## config.mk

```make
export PLATFORM = sky130hd
export DESIGN_NAME = dma_irq_regs
export DESIGN_NICKNAME = d
export VERILOG_FILES = /design/src/rtl/dma_irq_pkg.sv /design/src/rtl/dma_irq_pending.sv /design/src/rtl/dma_irq_chcfg.sv /design/src/rtl/dma_irq_rdmux.sv /design/src/rtl/dma_irq_regs.sv
export SDC_FILE = /design/constraint.sdc
export NUM_CORES = 1
export LEC_CHECK = 0
export BUFFER_PORTS_ARGS = -buffer_cell sky130_fd_sc_hd__buf_2
export CAP_MARGIN = 0
export CELL_PAD_IN_SITES_DETAIL_PLACEMENT = 1
export CELL_PAD_IN_SITES_GLOBAL_PLACEMENT = 1
export CORE_MARGIN = 5
export CORE_UTILIZATION = 40
export CTS_CLUSTER_SIZE = 8
export DETAILED_ROUTE_END_ITERATION = 10
export PLACE_DENSITY_LB_ADDON = 0.1
export SYNTH_ARGS = -nofsm -noshare
export SYNTH_HDL_FRONTEND = slang
export SYNTH_SLANG_ARGS = --single-unit
```

## constraint.sdc

```tcl
create_clock -name clk -period 2.1 [get_ports clk]
set_clock_uncertainty 0.15 [all_clocks]
set_input_delay 0.105 -clock clk [delete_from_list [all_inputs] [get_ports clk]]
set_output_delay 0.105 -clock clk [all_outputs]
set_load 0.02 [all_outputs]
```

## src/rtl/dma_irq_pkg.sv

```systemverilog
package dma_irq_pkg;
   // word offsets of the status window
   localparam int OFS_ALL     = 0;
   localparam int OFS_TC_MSK  = 1;
   localparam int OFS_TC_CLR  = 2;
   localparam int OFS_ER_MSK  = 3;
   localparam int OFS_ER_CLR  = 4;
   localparam int OFS_TC_RAW  = 5;
   localparam int OFS_ER_RAW  = 6;
   localparam int OFS_ENA     = 7;
   localparam int OFS_GCFG    = 12;
   // per-channel window: base + stride*ch + sub
   localparam int CH_BASE     = 64;
   localparam int CH_STRIDE   = 8;
   localparam int CH_CFG_SUB  = 4;
   localparam int CH_MAX      = 8;
   // channel configuration bit positions
   localparam int CB_EN       = 0;
   localparam int CB_IE       = 14;
   localparam int CB_ITC      = 15;

   function automatic int chan_cfg_word(input int ch);
      return CH_BASE + CH_STRIDE * ch + CH_CFG_SUB;
   endfunction
endpackage

```

## src/rtl/dma_irq_pending.sv

```systemverilog
module dma_irq_pending #(
   parameter int NUM_CH = 8
) (
   input  logic              clk,
   input  logic              rst_n,
   input  logic [NUM_CH-1:0] set_i,
   input  logic              clr_we,
   input  logic [NUM_CH-1:0] clr_bits,
   output logic [NUM_CH-1:0] raw_o
);
   logic [NUM_CH-1:0] clr_eff;

   always_comb clr_eff = clr_we ? clr_bits : '0;

   // set has priority over clear on the same bit
   always_ff @(posedge clk or negedge rst_n) begin
      if (!rst_n) raw_o <= '0;
      else        raw_o <= (raw_o & ~clr_eff) | set_i;
   end
endmodule

```

## src/rtl/dma_irq_chcfg.sv

```systemverilog
module dma_irq_chcfg
   import dma_irq_pkg::*;
#(
   parameter int NUM_CH = 8,
   parameter int ADDR_W = 10,
   parameter int DATA_W = 32
) (
   input  logic              clk,
   input  logic              rst_n,
   input  logic              wr_en,
   input  logic [ADDR_W-1:0] addr,
   input  logic [DATA_W-1:0] wdata,
   output logic [NUM_CH-1:0] en_o,
   output logic [NUM_CH-1:0] ie_o,
   output logic [NUM_CH-1:0] itc_o
);
   for (genvar g = 0; g < NUM_CH; g++) begin : g_ch
      localparam logic [ADDR_W-1:0] MY_WORD = ADDR_W'(chan_cfg_word(g));
      logic hit;
      always_comb hit = wr_en && (addr == MY_WORD);
      always_ff @(posedge clk or negedge rst_n) begin
         if (!rst_n) begin
            en_o[g]  <= 1'b0;
            ie_o[g]  <= 1'b0;
            itc_o[g] <= 1'b0;
         end else if (hit) begin
            en_o[g]  <= wdata[CB_EN];
            ie_o[g]  <= wdata[CB_IE];
            itc_o[g] <= wdata[CB_ITC];
         end
      end
   end
endmodule

```

## src/rtl/dma_irq_rdmux.sv

```systemverilog
module dma_irq_rdmux
   import dma_irq_pkg::*;
#(
   parameter int NUM_CH = 8,
   parameter int ADDR_W = 10,
   parameter int DATA_W = 32,
   parameter int GCFG_W = 3
) (
   input  logic [ADDR_W-1:0] addr,
   input  logic [NUM_CH-1:0] raw_tc,
   input  logic [NUM_CH-1:0] raw_err,
   input  logic [NUM_CH-1:0] msk_tc,
   input  logic [NUM_CH-1:0] msk_err,
   input  logic [NUM_CH-1:0] en,
   input  logic [NUM_CH-1:0] ie,
   input  logic [NUM_CH-1:0] itc,
   input  logic [GCFG_W-1:0] gcfg,
   output logic [DATA_W-1:0] value,
   output logic              mapped
);
   localparam logic [ADDR_W-1:0] WIN_LO = ADDR_W'(CH_BASE);
   localparam logic [ADDR_W-1:0] WIN_HI = ADDR_W'(CH_BASE + CH_STRIDE * CH_MAX);

   always_comb begin
      value  = '0;
      mapped = 1'b0;
      if (addr >= WIN_LO && addr < WIN_HI) begin
         for (int i = 0; i < NUM_CH; i++) begin
            if (addr == ADDR_W'(chan_cfg_word(i))) begin
               mapped        = 1'b1;
               value[CB_EN]  = en[i];
               value[CB_IE]  = ie[i];
               value[CB_ITC] = itc[i];
            end
         end
      end else begin
         case (addr)
            ADDR_W'(OFS_ALL):    begin mapped = 1'b1; value[NUM_CH-1:0] = msk_tc | msk_err; end
            ADDR_W'(OFS_TC_MSK): begin mapped = 1'b1; value[NUM_CH-1:0] = msk_tc;           end
            ADDR_W'(OFS_ER_MSK): begin mapped = 1'b1; value[NUM_CH-1:0] = msk_err;          end
            ADDR_W'(OFS_TC_RAW): begin mapped = 1'b1; value[NUM_CH-1:0] = raw_tc;           end
            ADDR_W'(OFS_ER_RAW): begin mapped = 1'b1; value[NUM_CH-1:0] = raw_err;          end
            ADDR_W'(OFS_ENA):    begin mapped = 1'b1; value[NUM_CH-1:0] = en;               end
            ADDR_W'(OFS_GCFG):   begin mapped = 1'b1; value[GCFG_W-1:0] = gcfg;             end
            default:             begin mapped = 1'b0; value = '0;                           end
         endcase
      end
   end
endmodule

```

## src/rtl/dma_irq_regs.sv

```systemverilog
module dma_irq_regs
   import dma_irq_pkg::*;
#(
   parameter int NUM_CH = 8,
   parameter int ADDR_W = 10,
   parameter int DATA_W = 32,
   parameter int GCFG_W = 3
) (
   input  logic              clk,
   input  logic              rst_n,
   input  logic [NUM_CH-1:0] tc_set,
   input  logic [NUM_CH-1:0] err_set,
   input  logic              wr_en,
   input  logic              rd_en,
   input  logic [ADDR_W-1:0] addr,
   input  logic [DATA_W-1:0] wdata,
   output logic [DATA_W-1:0] rdata,
   output logic              bad_access,
   output logic              irq_err,
   output logic              irq_tc,
   output logic              irq_any,
   output logic [NUM_CH-1:0] ch_enabled
);
   // elaboration-time parameter checks
   if (NUM_CH < 1 || NUM_CH > CH_MAX) begin : g_bad_nch
      $error("NUM_CH must be 1..%0d", CH_MAX);
   end
   if (ADDR_W < 7) begin : g_bad_aw
      $error("ADDR_W too narrow for the channel window");
   end
   if (DATA_W < 16) begin : g_bad_dw
      $error("DATA_W must hold the channel configuration bits");
   end
   if (GCFG_W < 1 || GCFG_W > DATA_W) begin : g_bad_gw
      $error("GCFG_W out of range");
   end

   logic [NUM_CH-1:0] raw_tc, raw_err, msk_tc, msk_err;
   logic [NUM_CH-1:0] cfg_en, cfg_ie, cfg_itc;
   logic [GCFG_W-1:0] gcfg_q;
   logic [DATA_W-1:0] rd_val;
   logic              rd_ok;
   logic              clr_tc_we, clr_er_we;

   always_comb begin
      clr_tc_we = wr_en && (addr == ADDR_W'(OFS_TC_CLR));
      clr_er_we = wr_en && (addr == ADDR_W'(OFS_ER_CLR));
   end

   dma_irq_pending #(.NUM_CH(NUM_CH)) u_tc (
      .clk(clk), .rst_n(rst_n), .set_i(tc_set), .clr_we(clr_tc_we),
      .clr_bits(wdata[NUM_CH-1:0]), .raw_o(raw_tc)
   );

   dma_irq_pending #(.NUM_CH(NUM_CH)) u_er (
      .clk(clk), .rst_n(rst_n), .set_i(err_set), .clr_we(clr_er_we),
      .clr_bits(wdata[NUM_CH-1:0]), .raw_o(raw_err)
   );

   dma_irq_chcfg #(.NUM_CH(NUM_CH), .ADDR_W(ADDR_W), .DATA_W(DATA_W)) u_cfg (
      .clk(clk), .rst_n(rst_n), .wr_en(wr_en), .addr(addr), .wdata(wdata),
      .en_o(cfg_en), .ie_o(cfg_ie), .itc_o(cfg_itc)
   );

   always_ff @(posedge clk or negedge rst_n) begin
      if (!rst_n)                                    gcfg_q <= '0;
      else if (wr_en && addr == ADDR_W'(OFS_GCFG))   gcfg_q <= wdata[GCFG_W-1:0];
   end

   always_comb begin
      msk_tc  = raw_tc & cfg_itc;
      msk_err = raw_err & cfg_ie;
   end

   dma_irq_rdmux #(.NUM_CH(NUM_CH), .ADDR_W(ADDR_W), .DATA_W(DATA_W), .GCFG_W(GCFG_W)) u_rd (
      .addr(addr), .raw_tc(raw_tc), .raw_err(raw_err), .msk_tc(msk_tc),
      .msk_err(msk_err), .en(cfg_en), .ie(cfg_ie), .itc(cfg_itc),
      .gcfg(gcfg_q), .value(rd_val), .mapped(rd_ok)
   );

   always_ff @(posedge clk or negedge rst_n) begin
      if (!rst_n) begin
         rdata      <= '0;
         bad_access <= 1'b0;
      end else begin
         rdata      <= rd_en ? rd_val : '0;
         bad_access <= rd_en && !rd_ok;
      end
   end

   always_comb begin
      irq_tc     = |msk_tc;
      irq_err    = |msk_err;
      irq_any    = irq_tc | irq_err;
      ch_enabled = cfg_en;
   end
endmodule

```

Word level (Yosys, flattened, before mapping):

Index checks and enable logic that the tools add are counted.

* magnitude comparators: 2
* equality and inequality tests: 16
* mux-type cells: 34
* bitwise logic cells: 10
* reductions and logical operators: 18

Operators with widths (number)
* $eq 10x7->1 const B: 8
* $eq 10x3->1 const B: 4
* $and 8x8->8: 4
* $pmux 5 s6: 1
* $or 8x8->8: 3
* $pmux 3 s7: 1
* $eq 10x2->1 const B: 2
* $mux 1: 19
* $mux 2: 9
* $mux 16: 1
* $mux 8: 2
* $not 8->8: 2
* $reduce_or 8->1: 2
* $logic_and 1x1->1: 13
* $eq 10x1->1 const B: 1
* $eq 10x4->1 const B: 1
* $ge 10x7->1 const B: 1
* $logic_not 10->1: 1
* $lt 10x8->1 const B: 1
* $mux 7: 1
* $reduce_or 7->1: 1
* $logic_not 1->1: 1
* $or 1x1->1: 1

* flip-flop bits (word level): 60
* output and inout port bits: 44
* logic and storage cells: 109

Longest topological paths before layout:

* word-level depth: 12
* depth in mapped cells: 7
* depth with buffers taken out: 5

Cells and area by module:

A second synthesis with hierarchy kept.

* cells, all modules: 366
* area, all modules: 4067.7 sq um

Modules (own cells, without submodules)
* dma_irq_regs: instances 1, cells each 109, area each 1387.6 sq um
* dma_irq_chcfg: instances 1, cells each 64, area each 1073.5 sq um
* dma_irq_rdmux: instances 1, cells each 143, area each 1011.0 sq um
* dma_irq_pending: instances 2, cells each 25, area each 297.8 sq um

Worst setup path before layout:

Ideal clock, no wire load.

* kind: input to register
* from: input port addr[0]
* to: register u_cfg.ie_o[0]
* setup time: 125 ps
* arrival time: 1562 ps
* required time: 1825 ps
* slack: 264 ps
* cell stages on the path: 5
* path buffers: 1
* path through: buf_2 > nor4b_1 > nand4_1 > nor4_2 > mux2_2

* word-level cells in the longest chain between the ends: 2

RTL lines
* start, declared: RTL line dma_irq_regs.sv:15 `input logic [ADDR_W-1:0] addr,`
* $eq 10x7->1: RTL line dma_irq_chcfg.sv:20 `always_comb hit = wr_en && (addr == MY_WORD);`
* $logic_and 1x1->1: RTL line dma_irq_chcfg.sv:20
* end signal, assigned by index: RTL line dma_irq_chcfg.sv:28 `ie_o[g] <= wdata[CB_IE];`
* end, declared: RTL line dma_irq_chcfg.sv:14 `output logic [NUM_CH-1:0] ie_o,`

Every way passes these cells.
A chain may end at the register's enable or synchronous reset.

Worst setup path in the final report:

* from: register u_er.raw_o[0]
* to: output port irq_any

* word-level cells in the longest chain between the ends: 3

RTL lines
* start, declared: RTL line dma_irq_pending.sv:9 `output logic [NUM_CH-1:0] raw_o`
* start signal, assigned: RTL line dma_irq_pending.sv:18 `else raw_o <= (raw_o & ~clr_eff) | set_i;`
* $and 8x8->8: RTL line dma_irq_regs.sv:72 `msk_err = raw_err & cfg_ie;`
* $reduce_or 8->1: RTL line dma_irq_regs.sv:93 `irq_err = |msk_err;`
* $or 1x1->1: RTL line dma_irq_regs.sv:94 `irq_any = irq_tc | irq_err;`
* end, declared: RTL line dma_irq_regs.sv:21 `output logic irq_any,`

Every way passes these cells.

==> summary.md <==
| Metric | Value |
|---|---|
| Max incr delay on CP | 0.42 ns |
| Startpoint types | flip-flop |
| DR vias | 2662 |
| Leakage power figure | 1.85 nW |
| Root buf cell | clkbuf_8 |
| Drt via density | 5.24 |
| Commonest non-fill, non-tap cell in the layout | buf_2 |
| Detail Placement HPWL | 7.07 mm |
| Fill cell count | 886 |
| Number of remaining DRC errors | 0 |
| Number of buffers created by CTS | 5 |
| Core region area | 7290 sq um |
| Post-Place Cells | 467 |
| Total power | 1.97 mW |
| CP max FO | 3 |
| R2R setup slack | 0.50 ns |
| WHS Endpoint | u_cfg.itc_o[7] |
| Sequential share of the synthesized area | 45.0% |
| Slew of the pin with the lowest slew margin | 0.599 ns |
| Post-DP Area | 3500 sq um |
| Drt wl/cell | 18.6 um |
| Hold Fails Final Rpt | 0 |
| CP endpoint kind | output port |
| GPL Wtd Cong | 0.832 |
| Worst endpoint data arrival time | 1.82 ns |
| Largest net degree at the start of global routing | 31 |
| Final Non-Filler Cells | 508 |
| First-pass DRT Iterations | 4 |
| CP cell instances | a22o_1 > a221oi_1 > nand3_1 > or2_2 > buf_2 |
| CTS Sinks | 54 |
| Status | completed |
| Crit path setup slack, layout | 0.0299 ns |
| Fmax | 483 MHz |
| Syn avg cell area | 10.2 sq um |
| Layout net count | 471 |
| CTS max path bufs | 2 |
| H-Tree Level Count | 2 |
| Synthesized flop and latch total | 54 |
| Distinct cell type count after synthesis | 43 |
| Ports | 106 |
| WP data required | 1.85 ns |
| Worst min path class | input pin to flip-flop |
| Vias in the first global route | 2731 |
| Cell count after synthesis | 294 |
| Layout cells sized above 1 | 34.0% |
| Pwr Density | 504 nW/um^2 |
| Rel. slew slack | 60.1% |
| Worst hold start | wdata[15] |
| R2R Path End | rdata[14] |
| FP Rows | 31 |
| Most frequent cells in the layout | buf_2 (61), dfrtp_1 (54), nand2_1 (34) |
| Ys Warns | 0 |
| Total gr overflow | 0 |
| CP Class | flip-flop to output port |
| Tcrit/Tclk final | 98.6% |
| Tmin final | 2.07 ns |
| MaxCap Viol Count | 0 |
| Post-Syn Area | 3000 sq um |
| Initial antenna violation count | 1 |
| Clock transition at path regs | 0.10 ns |
| DR iter-0 viols | 136 |
| Final-report setup violation count | 0 |
| Global-route wire length before repair | 15.0 mm |
| Die width | 96.6 um |
| PortBufs | 61 |
| Diode count | 0 |
| Clk Latency, worst-skew pair | 0.31 ns |
| Area of the die | 9340 sq um |
| R2R depth | 5 |
| Maximum vdd ir drop | 260 uV |
| Cell area after layout | 3910 sq um |
| Fin. max-slew vios | 0 |
| Chip Height | 96.6 um |
| Crit-path slowest cell | dfrtp_1 |
| Final WL | 9.45 mm |
| CP startpoint | u_er.raw_o[0] |
| Worst r2r src | u_cfg.ie_o[0] |
| Pre-CTS setup slack | 0.104 ns |
| Initial Utilization | 41.2% |
| Area grow syn2layout | 30.3% |
| Hold Path Stages | 2 |
| CTS tree | built |
| Total GRT Usage | 20.2% |
| Antenna Nets Post-Route | 0 |
==> critical path, delay by kind of cell (launching register included) <==
family	cells	cell delay (ns)
AND/OR/NAND/NOR	2	0.46
AO/OA/AOI/OAI	2	0.47
flip-flops	1	0.42
buffers and inverters	1	0.16
==> worst max path at each step <==
| stage | to | slack (ns) | cells past startpoint |
|---|---|---|---|
| after floorplan | u_cfg.ie_o[0] | 0.26 | 5 |
| final | irq_any | 0.03 | 5 |
| after CTS | irq_any | 0.009 | 5 |
| after detailed placement | u_tc.raw_o[0] | 0.10 | 7 |
| after global placement | u_tc.raw_o[0] | 0.12 | 7 |
| after global routing | irq_any | -0.02 | 5 |
==> state kept, by name, indices dropped and copies added (netlist names) <==
| signal | cells |
|---|---|
| u_tc.raw_o | 8 |
| rdata | 10 |
| u_cfg.en_o | 8 |
| u_cfg.itc_o | 8 |
| bad_access | 1 |
| u_er.raw_o | 8 |
| gcfg_q | 3 |
| u_cfg.ie_o | 8 |
==> stage by stage <==
step                      hold WS, ns  TNS (ns)  util [%]
after CTS                      0.0292         0      52.8
after global placement       -0.00907         0      48.0
after floorplan                -0.341         0         -
final                          0.0461         0      53.7
after global routing           0.0272   -0.0209      53.7
after detailed placement     -0.00435         0      48.0
==> cell families after synthesis <==
| kind of cell | after synthesis | share of synthesized area (%) |
|---|---|---|
| AND/OR/NAND/NOR | 95 | 17.2 |
| AO/OA/AOI/OAI | 68 | 15.0 |
| flip-flops | 54 | 45.0 |
| multiplexers | 39 | 15.0 |
| buffers and inverters | 36 | 7.46 |
| XOR/XNOR | 1 | 0.292 |
| other | 1 | 0.125 |
==> synth_stat cells <==
| master | number | area share (%) |
|---|---|---|
| a211oi_1 | 1 | 0.25 |
| a21o_1 | 20 | 5.0 |
| a21oi_1 | 14 | 2.3 |
| a221oi_1 | 1 | 0.29 |
| a22o_1 | 2 | 0.58 |
| a22oi_1 | 4 | 1.0 |
| a311o_1 | 1 | 0.33 |
| and2_1 | 6 | 1.3 |
| and3_1 | 3 | 0.63 |
| and4_1 | 1 | 0.29 |
| buf_2 | 2 | 0.33 |
| buf_4 | 23 | 5.8 |
| clkbuf_1 | 8 | 1.0 |
| conb_1 | 1 | 0.12 |
| dfrtp_1 | 54 | 45 |
| inv_1 | 3 | 0.37 |
| mux2_2 | 28 | 10 |
| mux2i_1 | 9 | 3.0 |
| mux4_2 | 2 | 1.5 |
| nand2_1 | 35 | 4.4 |
| nand2b_1 | 5 | 1.0 |
| nand3_1 | 4 | 0.67 |
| nand3b_1 | 4 | 1.0 |
| nand4_1 | 3 | 0.63 |
| nand4b_1 | 2 | 0.58 |
| nor2_1 | 16 | 2.0 |
| nor2b_1 | 2 | 0.42 |
| nor3_1 | 5 | 0.83 |
| nor3b_1 | 1 | 0.25 |
| nor4_2 | 1 | 0.42 |
| nor4_4 | 1 | 0.71 |
| nor4b_1 | 1 | 0.29 |
| nor4b_4 | 1 | 0.79 |
| o211ai_1 | 1 | 0.25 |
| o21a_1 | 2 | 0.50 |
| o21ai_0 | 11 | 1.8 |
| o221ai_1 | 1 | 0.29 |
| o22ai_1 | 8 | 1.7 |
| o2bb2ai_1 | 1 | 0.29 |
| o311a_1 | 1 | 0.33 |
| or2_2 | 3 | 0.63 |
| or4_4 | 1 | 0.37 |
| xor2_1 | 1 | 0.29 |
==> power by group <==
| group | switching, mW | internal (mW) |
|---|---|---|
| sequential | 0.00829 | 1.05 |
| combinational | 0.195 | 0.136 |
| clock | 0.354 | 0.232 |
| total | 0.557 | 1.42 |
==> per-layer routing <==
| metal | GRT usage (%) | routed length, um |
|---|---|---|
| met5 | 0 | 13 |
| met4 | 4.86 | 109 |
| met3 | 3.67 | 560 |
| met2 | 33.9 | 4650 |
| met1 | 26.9 | 4110 |
==> timing repair <==
item                                   CTS  global route
gates resized for setup                  0             2
setup endpoints to repair                0             3
endpoints found under the hold margin   43             0
buffers inserted                         0             7
hold buffers                            27             0
==> cell type report <==
| class | instances | area [sq um] | area share (%) |
|---|---|---|---|
| clock buffer | 5 | 68.8 | 1.76 |
| timing repair buffer | 120 | 828 | 21.2 |
| multi-input combinational | 225 | 1520 | 38.7 |
| tap | 99 | 124 | 3.17 |
| inverter | 3 | 11.3 | 0.288 |
| sequential | 54 | 1350 | 34.5 |
| clock inverter | 2 | 13.8 | 0.352 |
(Power assumes the default switching activity.)
